**src/rtl/sload_pkg.sv**
```systemverilog
// Shared types for the safe-load controller.
package sload_pkg;
    // Request sequencer states: idle, waiting for a frame edge, copying words.
    typedef enum logic [1:0] {
        SL_IDLE = 2'd0,
        SL_PEND = 2'd1,
        SL_COPY = 2'd2
    } sl_state_e;
endpackage

```
**src/rtl/sload_regfile.sv**
```systemverilog
// Host-side register bank.
// Holds WORDS staging words, the destination pointer (only its low AW bits)
// and the upper bytes of the trigger value. Registers are DW bits wide and
// written one byte per cycle; lane 0 is the most significant byte.
// Assumes AW <= DW. Writing the last lane of the trigger register yields a
// one-cycle fire pulse together with the full trigger value.
module sload_regfile #(
    parameter int WORDS = 5,
    parameter int DW    = 32,
    parameter int AW    = 10
) (
    input  logic                            clk,
    input  logic                            rst_n,
    input  logic                            wr_en,
    input  logic [$clog2(WORDS+3)-1:0]      wr_reg,
    input  logic [$clog2(DW/8)-1:0]         wr_lane,
    input  logic [7:0]                      wr_byte,
    output logic [WORDS*DW-1:0]             stage_flat,
    output logic [AW-1:0]                   pointer,
    output logic                            trig_fire,
    output logic [DW-1:0]                   trig_value
);
    localparam int BYTES  = DW / 8;
    localparam int RW     = $clog2(WORDS + 3);
    localparam int LW     = $clog2(BYTES);
    localparam logic [RW-1:0] PTR_IDX  = RW'(WORDS + 1);
    localparam logic [RW-1:0] TRIG_IDX = RW'(WORDS + 2);

    logic [DW-9:0] trig_hold;

    // One register per staging word, one byte lane per generated process.
    for (genvar w = 0; w < WORDS; w++) begin : g_word
        for (genvar b = 0; b < BYTES; b++) begin : g_lane
            // Capture lane b of staging word w.
            always_ff @(posedge clk) begin
                if (!rst_n)
                    stage_flat[w*DW + (BYTES-1-b)*8 +: 8] <= '0;
                else if (wr_en && wr_reg == RW'(w + 1) && wr_lane == LW'(b))
                    stage_flat[w*DW + (BYTES-1-b)*8 +: 8] <= wr_byte;
            end
        end
    end

    // Pointer: only the bits that address RAM are kept.
    for (genvar p = 0; p < AW; p++) begin : g_ptr
        // Capture pointer bit p from the lane that carries it.
        always_ff @(posedge clk) begin
            if (!rst_n)
                pointer[p] <= 1'b0;
            else if (wr_en && wr_reg == PTR_IDX && wr_lane == LW'(BYTES-1-p/8))
                pointer[p] <= wr_byte[p%8];
        end
    end

    // Upper trigger bytes wait here until the final lane completes the value.
    for (genvar t = 0; t < BYTES-1; t++) begin : g_trig
        // Capture trigger lane t.
        always_ff @(posedge clk) begin
            if (!rst_n)
                trig_hold[(BYTES-2-t)*8 +: 8] <= '0;
            else if (wr_en && wr_reg == TRIG_IDX && wr_lane == LW'(t))
                trig_hold[(BYTES-2-t)*8 +: 8] <= wr_byte;
        end
    end

    // Trigger fires on the least significant lane, carrying the whole value.
    always_comb begin
        trig_fire  = wr_en && (wr_reg == TRIG_IDX) && (wr_lane == LW'(BYTES-1));
        trig_value = {trig_hold, wr_byte};
    end
endmodule

```
**src/rtl/sload_seq.sv**
```systemverilog
// Request sequencer and commit buffer.
// Accepts a trigger while idle when its value lies in 1..WORDS, snapshots the
// staged words and the adjusted pointer, waits for a frame strobe, then drives
// one RAM write per cycle at ascending addresses that wrap modulo 2**AW.
// A trigger seen while not idle is dropped and sets a sticky error.
module sload_seq
    import sload_pkg::*;
#(
    parameter int WORDS = 5,
    parameter int DW    = 32,
    parameter int AW    = 10
) (
    input  logic                 clk,
    input  logic                 rst_n,
    input  logic                 trig_fire,
    input  logic [DW-1:0]        trig_value,
    input  logic [WORDS*DW-1:0]  stage_flat,
    input  logic [AW-1:0]        pointer,
    input  logic                 frame_start,
    output logic                 busy,
    output logic                 err_flag,
    output logic                 ram_we,
    output logic [AW-1:0]        ram_addr,
    output logic [DW-1:0]        ram_wdata
);
    localparam int CW = $clog2(WORDS + 1);

    sl_state_e        state_q;
    logic [CW-1:0]    count_q;
    logic [CW-1:0]    idx_q;
    logic [AW-1:0]    base_q;
    logic [DW-1:0]    snap_q [WORDS];
    logic             count_ok;
    logic             accept;

    // A count is legal only when the whole trigger value is 1..WORDS.
    always_comb begin
        count_ok = (trig_value != '0) && (trig_value <= DW'(WORDS));
        accept   = trig_fire && count_ok && (state_q == SL_IDLE);
    end

    // Control state: request acceptance, frame wait and word stepping.
    always_ff @(posedge clk) begin
        if (!rst_n) begin
            state_q <= SL_IDLE;
            count_q <= '0;
            idx_q   <= '0;
            base_q  <= '0;
        end else begin
            case (state_q)
                SL_IDLE: begin
                    if (accept) begin
                        state_q <= SL_PEND;
                        count_q <= trig_value[CW-1:0];
                        base_q  <= pointer + AW'(1);
                    end
                end
                SL_PEND: begin
                    if (frame_start) begin
                        state_q <= SL_COPY;
                        idx_q   <= '0;
                    end
                end
                SL_COPY: begin
                    idx_q <= idx_q + CW'(1);
                    if (idx_q == count_q - CW'(1))
                        state_q <= SL_IDLE;
                end
                default: state_q <= SL_IDLE;
            endcase
        end
    end

    // Commit buffer: private copy of every staging word taken at acceptance.
    for (genvar w = 0; w < WORDS; w++) begin : g_snap
        // Hold word w of the accepted request.
        always_ff @(posedge clk) begin
            if (!rst_n)
                snap_q[w] <= '0;
            else if (accept)
                snap_q[w] <= stage_flat[w*DW +: DW];
        end
    end

    // Sticky error for triggers that arrive during a pending or active copy.
    always_ff @(posedge clk) begin
        if (!rst_n)
            err_flag <= 1'b0;
        else if (trig_fire && state_q != SL_IDLE)
            err_flag <= 1'b1;
    end

    // RAM write port and busy flag, decoded from the registered state.
    always_comb begin
        busy      = (state_q != SL_IDLE);
        ram_we    = (state_q == SL_COPY);
        ram_addr  = base_q + AW'(idx_q);
        ram_wdata = '0;
        for (int w = 0; w < WORDS; w++)
            if (idx_q == CW'(w))
                ram_wdata = snap_q[w];
    end
endmodule

```
**src/rtl/safeload_ctrl.sv**
```systemverilog
// Top level of the parameter safe-load controller.
// Joins the host register bank to the request sequencer. Assumes frame_start
// is a one-cycle strobe in the clk domain and that the RAM takes one write
// per cycle with no back-pressure.
module safeload_ctrl #(
    parameter int WORDS = 5,
    parameter int DW    = 32,
    parameter int DEPTH = 1024
) (
    input  logic                          clk,
    input  logic                          rst_n,
    input  logic                          host_wr,
    input  logic [$clog2(WORDS+3)-1:0]    host_reg,
    input  logic [$clog2(DW/8)-1:0]       host_lane,
    input  logic [7:0]                    host_byte,
    input  logic                          frame_start,
    output logic                          busy,
    output logic                          err_flag,
    output logic                          ram_we,
    output logic [$clog2(DEPTH)-1:0]      ram_addr,
    output logic [DW-1:0]                 ram_wdata
);
    localparam int AW = $clog2(DEPTH);

    logic [WORDS*DW-1:0] stage_flat;
    logic [AW-1:0]       pointer;
    logic                trig_fire;
    logic [DW-1:0]       trig_value;

    sload_regfile #(.WORDS(WORDS), .DW(DW), .AW(AW)) u_regs (
        .clk        (clk),
        .rst_n      (rst_n),
        .wr_en      (host_wr),
        .wr_reg     (host_reg),
        .wr_lane    (host_lane),
        .wr_byte    (host_byte),
        .stage_flat (stage_flat),
        .pointer    (pointer),
        .trig_fire  (trig_fire),
        .trig_value (trig_value)
    );

    sload_seq #(.WORDS(WORDS), .DW(DW), .AW(AW)) u_seq (
        .clk         (clk),
        .rst_n       (rst_n),
        .trig_fire   (trig_fire),
        .trig_value  (trig_value),
        .stage_flat  (stage_flat),
        .pointer     (pointer),
        .frame_start (frame_start),
        .busy        (busy),
        .err_flag    (err_flag),
        .ram_we      (ram_we),
        .ram_addr    (ram_addr),
        .ram_wdata   (ram_wdata)
    );
endmodule

```
**config.mk**
```make
export PLATFORM = sky130hd
export DESIGN_NAME = safeload_ctrl
export DESIGN_NICKNAME = d
export VERILOG_FILES = /design/src/rtl/sload_pkg.sv /design/src/rtl/sload_regfile.sv /design/src/rtl/sload_seq.sv /design/src/rtl/safeload_ctrl.sv
export SDC_FILE = /design/constraint.sdc
export NUM_CORES = 1
export LEC_CHECK = 0
export BUFFER_PORTS_ARGS = -buffer_cell sky130_fd_sc_hd__buf_2
export CORE_ASPECT_RATIO = 1.75
export CORE_MARGIN = 3
export CORE_UTILIZATION = 65
export DETAILED_ROUTE_END_ITERATION = 16
export PLACE_DENSITY_LB_ADDON = 0.2
export SLEW_MARGIN = 10
export SYNTH_ARGS = -nofsm -noshare
export SYNTH_HDL_FRONTEND = slang
export SYNTH_HIERARCHICAL = 1
export SYNTH_SLANG_ARGS = --single-unit
```
**constraint.sdc**
```tcl
create_clock -name clk -period 10 [get_ports clk]
set_input_delay 2 -clock clk [delete_from_list [all_inputs] [get_ports clk]]
set_output_delay 2 -clock clk [all_outputs]
set_load 0.05 [all_outputs]
```
# After elaboration in Yosys (flattened, before gate mapping)
# Memory sizes are Yosys's and may differ from the RTL's.
# Cells that the tools add are included.
# classes
addsub	4
n_lt_le_gt_ge	1
eq_ne	20
n_mux	20
n_bitwise	5
n_reduce_logical	46
# ops
op	n
$mux W32	10
$logic_and A1 B1 Y1	37
$le A32 B3 Y1 const B	1
$reduce_bool A32 Y1	1
$eq A3 B3 Y1 const B	5
$eq A3 B2 Y1 const B	4
$add A10 B1 Y10 const B	1
$add A10 B3 Y10	1
$eq A2 B2 Y1 const B	3
$eq A3 B1 Y1 const B	2
$mux W2	3
$pmux W2 S3	1
$pmux W3 S2	1
$or A1 B1 Y1	5
$eq A2 B1 Y1 const B	2
$logic_not A2 Y1	2
$mux W1	4
$ne A2 B1 Y1 const B	2
$reduce_and A2 Y1	2
$reduce_bool A2 Y1	2
$add A3 B1 Y3 const B	1
$eq A3 B3 Y1	1
$logic_not A3 Y1	1
$mux W3	1
other kinds (3)	3
# totals
regBits	213
ram_bits	160
in_bits	17
output_inout_bits	45
elab_cells	135
n_memories	1
# mem_list
name	depth	width	read_ports	rd_ports_with_merged_regs	write_ports	line	rtl
u_seq.snap_q	5	32	5	0	5	sload_seq.sv:32	logic [DW-1:0] snap_q [WORDS];

# Logic depth before layout (Yosys ltp)
# Gate-level depths: netlist of the first run.
# logic_depth
ltp_word	9
ltp_mapped	9
ltp_nobuf	7

# Hierarchy
# Netlist of the first run, hierarchy kept.
# by_module_without_submodules
module	instances	cells_each	area_each_um2	seq_area_each_um2
sload_seq	1	690	8424.3	5185.0
sload_regfile	1	690	7123.1	3883.7

# Least setup slack after synthesis of the first run
# No wires, ideal clock.
# synth_timing
kind	input to register
startpoint	input port host_lane[1]
endpoint	memory u_seq.snap_q[0][0] (enable)
setup_time_ns	0.526
arrival_ns	6.790
t_required_ns	9.474
setup_slack_ns	2.685
stages	8
path_buffers	2
cell_sequence	buf_2 > nand4_1 > nor2_1 > nor4b_1 > and4_1 > buf_1 > nand3_1 > nand2_1
# synth_lines
item	line	rtl
start: declaration	safeload_ctrl.sv:14	input logic [$clog2(DW/8)-1:0] host_lane,
end: declaration	sload_seq.sv:32	

# Final worst setup path of the first run
# layout_timing
startpoint	register u_seq.idx_q[1]
endpoint	output port ram_wdata[15]
# layout_via
elab_chain_len	6
word_cells_on_any_way	10
cone_classes	eq/ne: 4; mux: 5; reduce/logical: 1
# layout_rtl
item	line	rtl
start: declaration	sload_seq.sv:30	logic [CW-1:0] idx_q;
start signal: assignment	sload_seq.sv:65	idx_q <= idx_q + CW'(1);
$logic_not A3 Y1	sload_seq.sv:100	if (idx_q == CW'(w))
$mux W32 (4 in a row)	sload_seq.sv:100	
$mux W32 (*)	sload_seq.sv:100	
end: declaration	safeload_ctrl.sv:21	output logic [DW-1:0] ram_wdata
# Every way passes the cells marked *; elsewhere a longest branch is shown, timed or not.

==> results of run 1 <==
==> state kept, by name, indices dropped and copies added, names as in the netlist <==
| name | cells |
|---|---|
| u_seq/base_q | 10 |
| u_seq/state_q | 2 |
| u_seq/count_q | 3 |
| u_regs/stage_flat | 160 |
| u_seq/err_flag | 1 |
| u_regs/trig_value | 24 |
| u_regs/pointer | 10 |
| u_seq/snap_q | 160 |
| u_seq/idx_q | 3 |
==> layer usage <==
layer,wire [um],global-route usage (%),vias to the layer above
met5,0,0,-
met4,708,7.927,0
met3,1653,2.604,47
met2,17930,47.84,247
met1,13280,32.68,4940
li1,-,-,4800
==> metrics by stage <==
stage,cell area [sq um],utilization [%]
2_1_floorplan,15550,-
3_3_place_gp,15930,67.98
3_5_place_dp,15930,67.98
4_1_cts,16960,72.40
5_1_grt,16960,72.40
6_report,16960,72.40
==> worst max-delay path: stages, from the launching register on <==
cell and delay (ps):
dfxtp_1 530, inv_1 200, ha_1 250, nor3b_2 190
buf_4 440, a221oi_1 200, o311ai_0 540, o21a_1 220
buf_2 270
==> cell usage after synthesis (3+ instances only) <==
master      n  area, sq um
a211oi_1   10        75.07
a21oi_1     5        25.02
a221oi_1   32        280.3
a31oi_1     8        50.05
and2_1    160         1001
buf_1       7        26.28
buf_2      16        80.08
buf_4       9        67.56
clkbuf_1   67        251.5
clkbuf_2   10        50.05
dfxtp_1   213         4264
edfxtp_1  160         4805
ha_1       10        125.1
inv_1      13        48.80
mux2i_1   199         1992
nand2_1   261        979.7
nand2b_1    5        31.28
nand3_1     5        25.02
nand4_1     7        43.79
nand4b_1    3        26.28
nor2_1     42        157.7
nor2_2      7        43.79
nor2b_1     8        50.05
nor3_1      5        25.02
nor3b_1     3        22.52
nor4_1      6        37.54
o21a_1     32        240.2
o21ai_0     3        15.01
o311ai_0   27        236.5
o311ai_1    5        43.79
or3_1       3        18.77
xnor2_1    12        105.1
xor2_1      6        52.55
==> how the worst min path moves through the flow <==
stage	startpoint	to	slack, ps	cells past startpoint
global placement	u_regs/stage_flat[36]	u_regs/stage_flat[36]	440	2
floorplan	u_regs/stage_flat[0]	u_regs/stage_flat[0]	430	2
finish	u_regs/stage_flat[151]	u_regs/stage_flat[151]	450	2
detailed placement	u_regs/stage_flat[72]	u_regs/stage_flat[72]	440	2
global route	u_regs/stage_flat[116]	u_regs/stage_flat[116]	470	2
CTS	u_regs/stage_flat[151]	u_regs/stage_flat[151]	450	2
==> cell type report <==
type	instances	area, sq um
multi-input cells	884	5966
clock buffers	46	907.1
clock inverters	10	127.6
repair buffers	81	461.7
well taps	304	380.4
flip-flops and latches	373	9069
fillers	1681	6465
inverters	13	48.80
==> report_power, final <==
part | switching, uW | internal [uW]
clock | 520 | 702
combinational | 88.8 | 26.7
sequential | 8.94 | 1610
==> logic make-up (layout without fill, tap and decap cells) <==
family / count (synthesis) / after routing / synth area share (%)
adders and majority gates: 11 / 11 / 0.9335
xor gates and xnor gates: 19 / 19 / 1.159
DFF: 373 / 373 / 58.33
buffers and inverters: 123 / 150 / 3.444
muxes: 199 / 199 / 12.81
AOI/OAI and AO/OA: 128 / 128 / 6.631
and+or+nand+nor: 527 / 527 / 16.69
==> flow_summary.json, run 1 <==
{
  "setup_tns_ps": 0,
  "timing.final.max_slew_violations": 0,
  "wl_per_cell_um": 19.62,
  "grt_pass1_vias": 10000,
  "ys_types": 51,
  "timing.hold.ws_ps": 453.0,
  "numPortBuffers": 61,
  "clockBufferDepth": 3,
  "hp-class": "reg -> reg",
  "clock-sinks": 373,
  "yosysSeqAreaShare_pct": 58.33,
  "power.density_nw_per_um2": 174.5,
  "dp_slack_ps": 4112,
  "final_common_cell": "nand2_1",
  "worst_pin_slew_ps": 1158,
  "clock_latency_ps": 570,
  "cp-end-kind": "output pin",
  "syn_area_sq_um": 15550,
  "synthArstFlopShare_pct": 0,
  "synth-seq-cells": 373,
  "status": "complete, no violations",
  "io_pins": 62,
  "cts_tree": "done",
  "ys_warn_count": 6,
  "die_area_sq_um": 25880,
  "worstSetupEndpoint": "ram_wdata[15]",
  "diodes": 0,
  "fin_nets": 1411,
  "dpl.hpwl_um": 19860,
  "relSlewSlack_pct": 22.59,
  "cp.arrival_ps": 3410,
  "grt_pass1_wl_um": 53120,
  "finalPower_uw": 2959,
  "placed_cells": 1655,
  "reg2reg_from": "u_seq/state_q[1]",
  "grt_max_degree": 102,
  "coreArea_sq_um": 23430,
  "cts_setup_buffers": 0,
  "maxCapViolations": 0,
  "track_usage_pct": 26.29,
  "hold_viol_final": 0,
  "synthCells": 1380,
  "wirelength_um": 33570,
  "final_cells": 1711,
  "initial_core_util_pct": 66.37,
  "overflow": 0,
  "cts-root-buf": "clkbuf_16",
  "cts-hold-fix-buffers": 0,
  "cts_buffers": 30,
  "layout_common_cells": "259 x nand2_1, 213 x dfxtp_1, 199 x mux2i_1",
  "rows": 74,
  "fin_skew_ps": 10.83,
  "cts-resized-gates": 0,
  "drc_errors": 0,
  "syn_area_per_cell_sq_um": 11.27,
  "rr_worst_depth": 5,
  "first_iter_violations": 700,
  "path_clk_slew_ps": 70,
  "required_ps": 8000,
  "place_congestion": 0.9138,
  "drt-pass1-iter-count": 5,
  "drive_gt1_share_pct": 10.66,
  "ant_nets": 0,
  "r2r_setup_slack_ps": 5940,
  "final-setup-viol-count": 0,
  "syn2layout_area_growth_pct": 9.086,
  "crit_start": "u_seq/idx_q[1]",
  "rr_endpoint": "u_seq/snap_q[4][11]",
  "worstSetupPathType": "reg -> out",
  "die_h_um": 210.6,
  "final.period_utilization_pct": 54.12,
  "cellLeakagePower_uw": 0.006698,
  "setup_ws_ps": 4588,
  "period_needed_ps": 5412,
  "ir_drop_v": 0.0001358,
  "antenna_found_initial": 0,
  "cts_htree_levels": 1,
  "vias_per_cell": 5.864,
  "vias": 10030,
  "cp_max_fo": 32,
  "chipWidth_um": 122.9,
  "worst_setup_path_start_kind": "flop",
  "rsz0062_at_grt": "no",
  "synth_flop_cell": "dfxtp_1",
  "synth_edf_count": 160,
  "fmaxAchievable_ghz": 0.1848,
  "syn_nets": 1408
}
Power figures use the tool's default switching activity.
==> run 2, diff against run 1 <==
Settings changed: CORE_UTILIZATION 65 to 61.
Clock period 10 ns to 5.1 ns, I/O delays scaled along.
==> run 2 against run 1 <==
Sequential share of layout area is 0.22 points higher. Global-route usage is 2.4 points lower. Sequential power is 96% higher. Critical path type unchanged. Critical endpoint is now ram_wdata[10].
==> flow_summary.json, run 2 (synthesis results as in run 1) <==
{
  "cts_htree_levels": 1,
  "vias_per_cell": 5.733,
  "die_h_um": 217.2,
  "timing.hold.ws_ps": 452.7,
  "cts-hold-fix-buffers": 0,
  "worstSetupPathType": "reg -> out",
  "io_pins": 62,
  "dp_slack_ps": 1030,
  "grt_pass1_vias": 9919,
  "cts-resized-gates": 0,
  "ant_nets": 0,
  "first_iter_violations": 691,
  "drc_errors": 0,
  "initial_core_util_pct": 62.64,
  "path_clk_slew_ps": 70,
  "cts-root-buf": "clkbuf_16",
  "overflow": 0,
  "cts_setup_buffers": 0,
  "crit_chain": "inv_1 > ha_1 > nor3b_2 > buf_4 > a221oi_1 > o311ai_0 > o21a_1 > buf_2",
  "cp_max_fo": 32,
  "setup_tns_ps": 0,
  "antenna_found_initial": 0,
  "syn2layout_area_growth_pct": 8.635,
  "layout_common_cells": "259 x nand2_1, 213 x dfxtp_1, 199 x mux2i_1",
  "ir_drop_v": 0.0002973,
  "clockBufferDepth": 3,
  "cp-end-kind": "output pin",
  "cts_tree": "done",
  "final-setup-viol-count": 0,
  "reg2reg_from": "u_seq/state_q[1]",
  "timing.final.max_slew_violations": 0,
  "relSlewSlack_pct": 21.93,
  "worst_pin_slew_ps": 1168,
  "coreArea_sq_um": 24820,
  "wl_per_cell_um": 19.01,
  "rsz0062_at_grt": "no",
  "place_congestion": 0.8852,
  "numPortBuffers": 61,
  "grt_pass1_wl_um": 52410,
  "drt-pass1-iter-count": 4,
  "cts_buffers": 30,
  "slowest_stage": "o311ai_0",
  "dpl.hpwl_um": 20490,
  "wirelength_um": 32720,
  "fin_util_pct": 68.05,
  "placed_cells": 1665,
  "status": "complete, no violations",
  "critical_path.max_stage_delay_ps": 530,
  "fin_skew_ps": 13.51,
  "drive_gt1_share_pct": 10.79,
  "fmaxAchievable_ghz": 0.2349,
  "maxCapViolations": 0,
  "worst_setup_path_start_kind": "flop",
  "hold_viol_final": 0,
  "hp-class": "reg -> reg",
  "rows": 76,
  "grt_max_degree": 82,
  "required_ps": 4080,
  "vias": 9866,
  "die_area_sq_um": 27510,
  "cellLeakagePower_uw": 0.006639,
  "track_usage_pct": 23.85,
  "final.period_utilization_pct": 83.46,
  "clock_latency_ps": 560,
  "diodes": 0,
  "final_common_cell": "nand2_1",
  "period_needed_ps": 4256,
  "cp.arrival_ps": 3240,
  "setup_ws_ps": 843.6,
  "fin_nets": 1413,
  "power.density_nw_per_um2": 329.4,
  "final_cells": 1721,
  "hp-start": "u_regs/stage_flat[132]",
  "chipWidth_um": 126.7,
  "crit_start": "u_seq/idx_q[1]",
  "reg_top3": "u_regs/stage_flat x160, u_seq/snap_q x160, u_regs/trig_value x24",
  "clock-sinks": 373
}
-- run 2: changes by cell type in the layout (fill, tap and decap cells not counted), moves of 3 or more --
| cell | delta |
|---|---|
| clkinvlp_4 | +4 |
| clkinv_1 | +4 |
| bufinv_16 | -3 |
| clkbuf_8 | -5 |
| clkbuf_1 | -3 |
-- run 2: metrics by stage --
| step | instance area (sq um) | power (uW) |
|---|---|---|
| final | 16890 | 5564 |
| after global routing | 16890 | 5730 |
| after CTS | 16890 | 5601 |
| after detailed placement | 15970 | 3469 |
| after global placement | 15970 | 3465 |
| after floorplan | 15550 | 3404 |
-- run 2: power by group --
part	switching, uW	internal [uW]	total, uW
Sequential	18.0	3160	3180
Clock	1040	1120	2160
Combinational	172	53.7	225
-- run 2: metal layers --
metal  global-route usage (%)  vias to the layer above  wire length, um
met5                        0                        -                0
met1                    29.64                     4769            13180
met4                    7.552                        0              853
met2                    43.00                      243            17060
met3                    2.947                       52             1622
li1                         -                     4802                -
-- run 2: layout make-up --
class	count	area, sq um
tap	312	390.4
fill	1816	7929
timing repair buffer	83	489.2
multi-input combinational	884	5977
inverter	13	48.80
sequential	373	9069
clock buffer	36	794.5
clock inverter	20	121.4
-- run 2: critical path, delay by kind of cell (launching register included) --
family / cells / cell delay (ps)
compound gates: 3 / 930
fa+ha+maj: 1 / 230
buf+inv: 3 / 850
flops: 1 / 490
simple gates: 1 / 180
-- run 2: path summary, 6_finish.rpt --
path	endpoint	slack (ps)	cells after the start
worst max-delay path	ram_wdata[10]	840	8
worst min-delay path	u_regs/stage_flat[132]	450	2
worst max register to register	u_seq/snap_q[2][20]	1950	5
worst min register to register	u_regs/stage_flat[132]	450	2
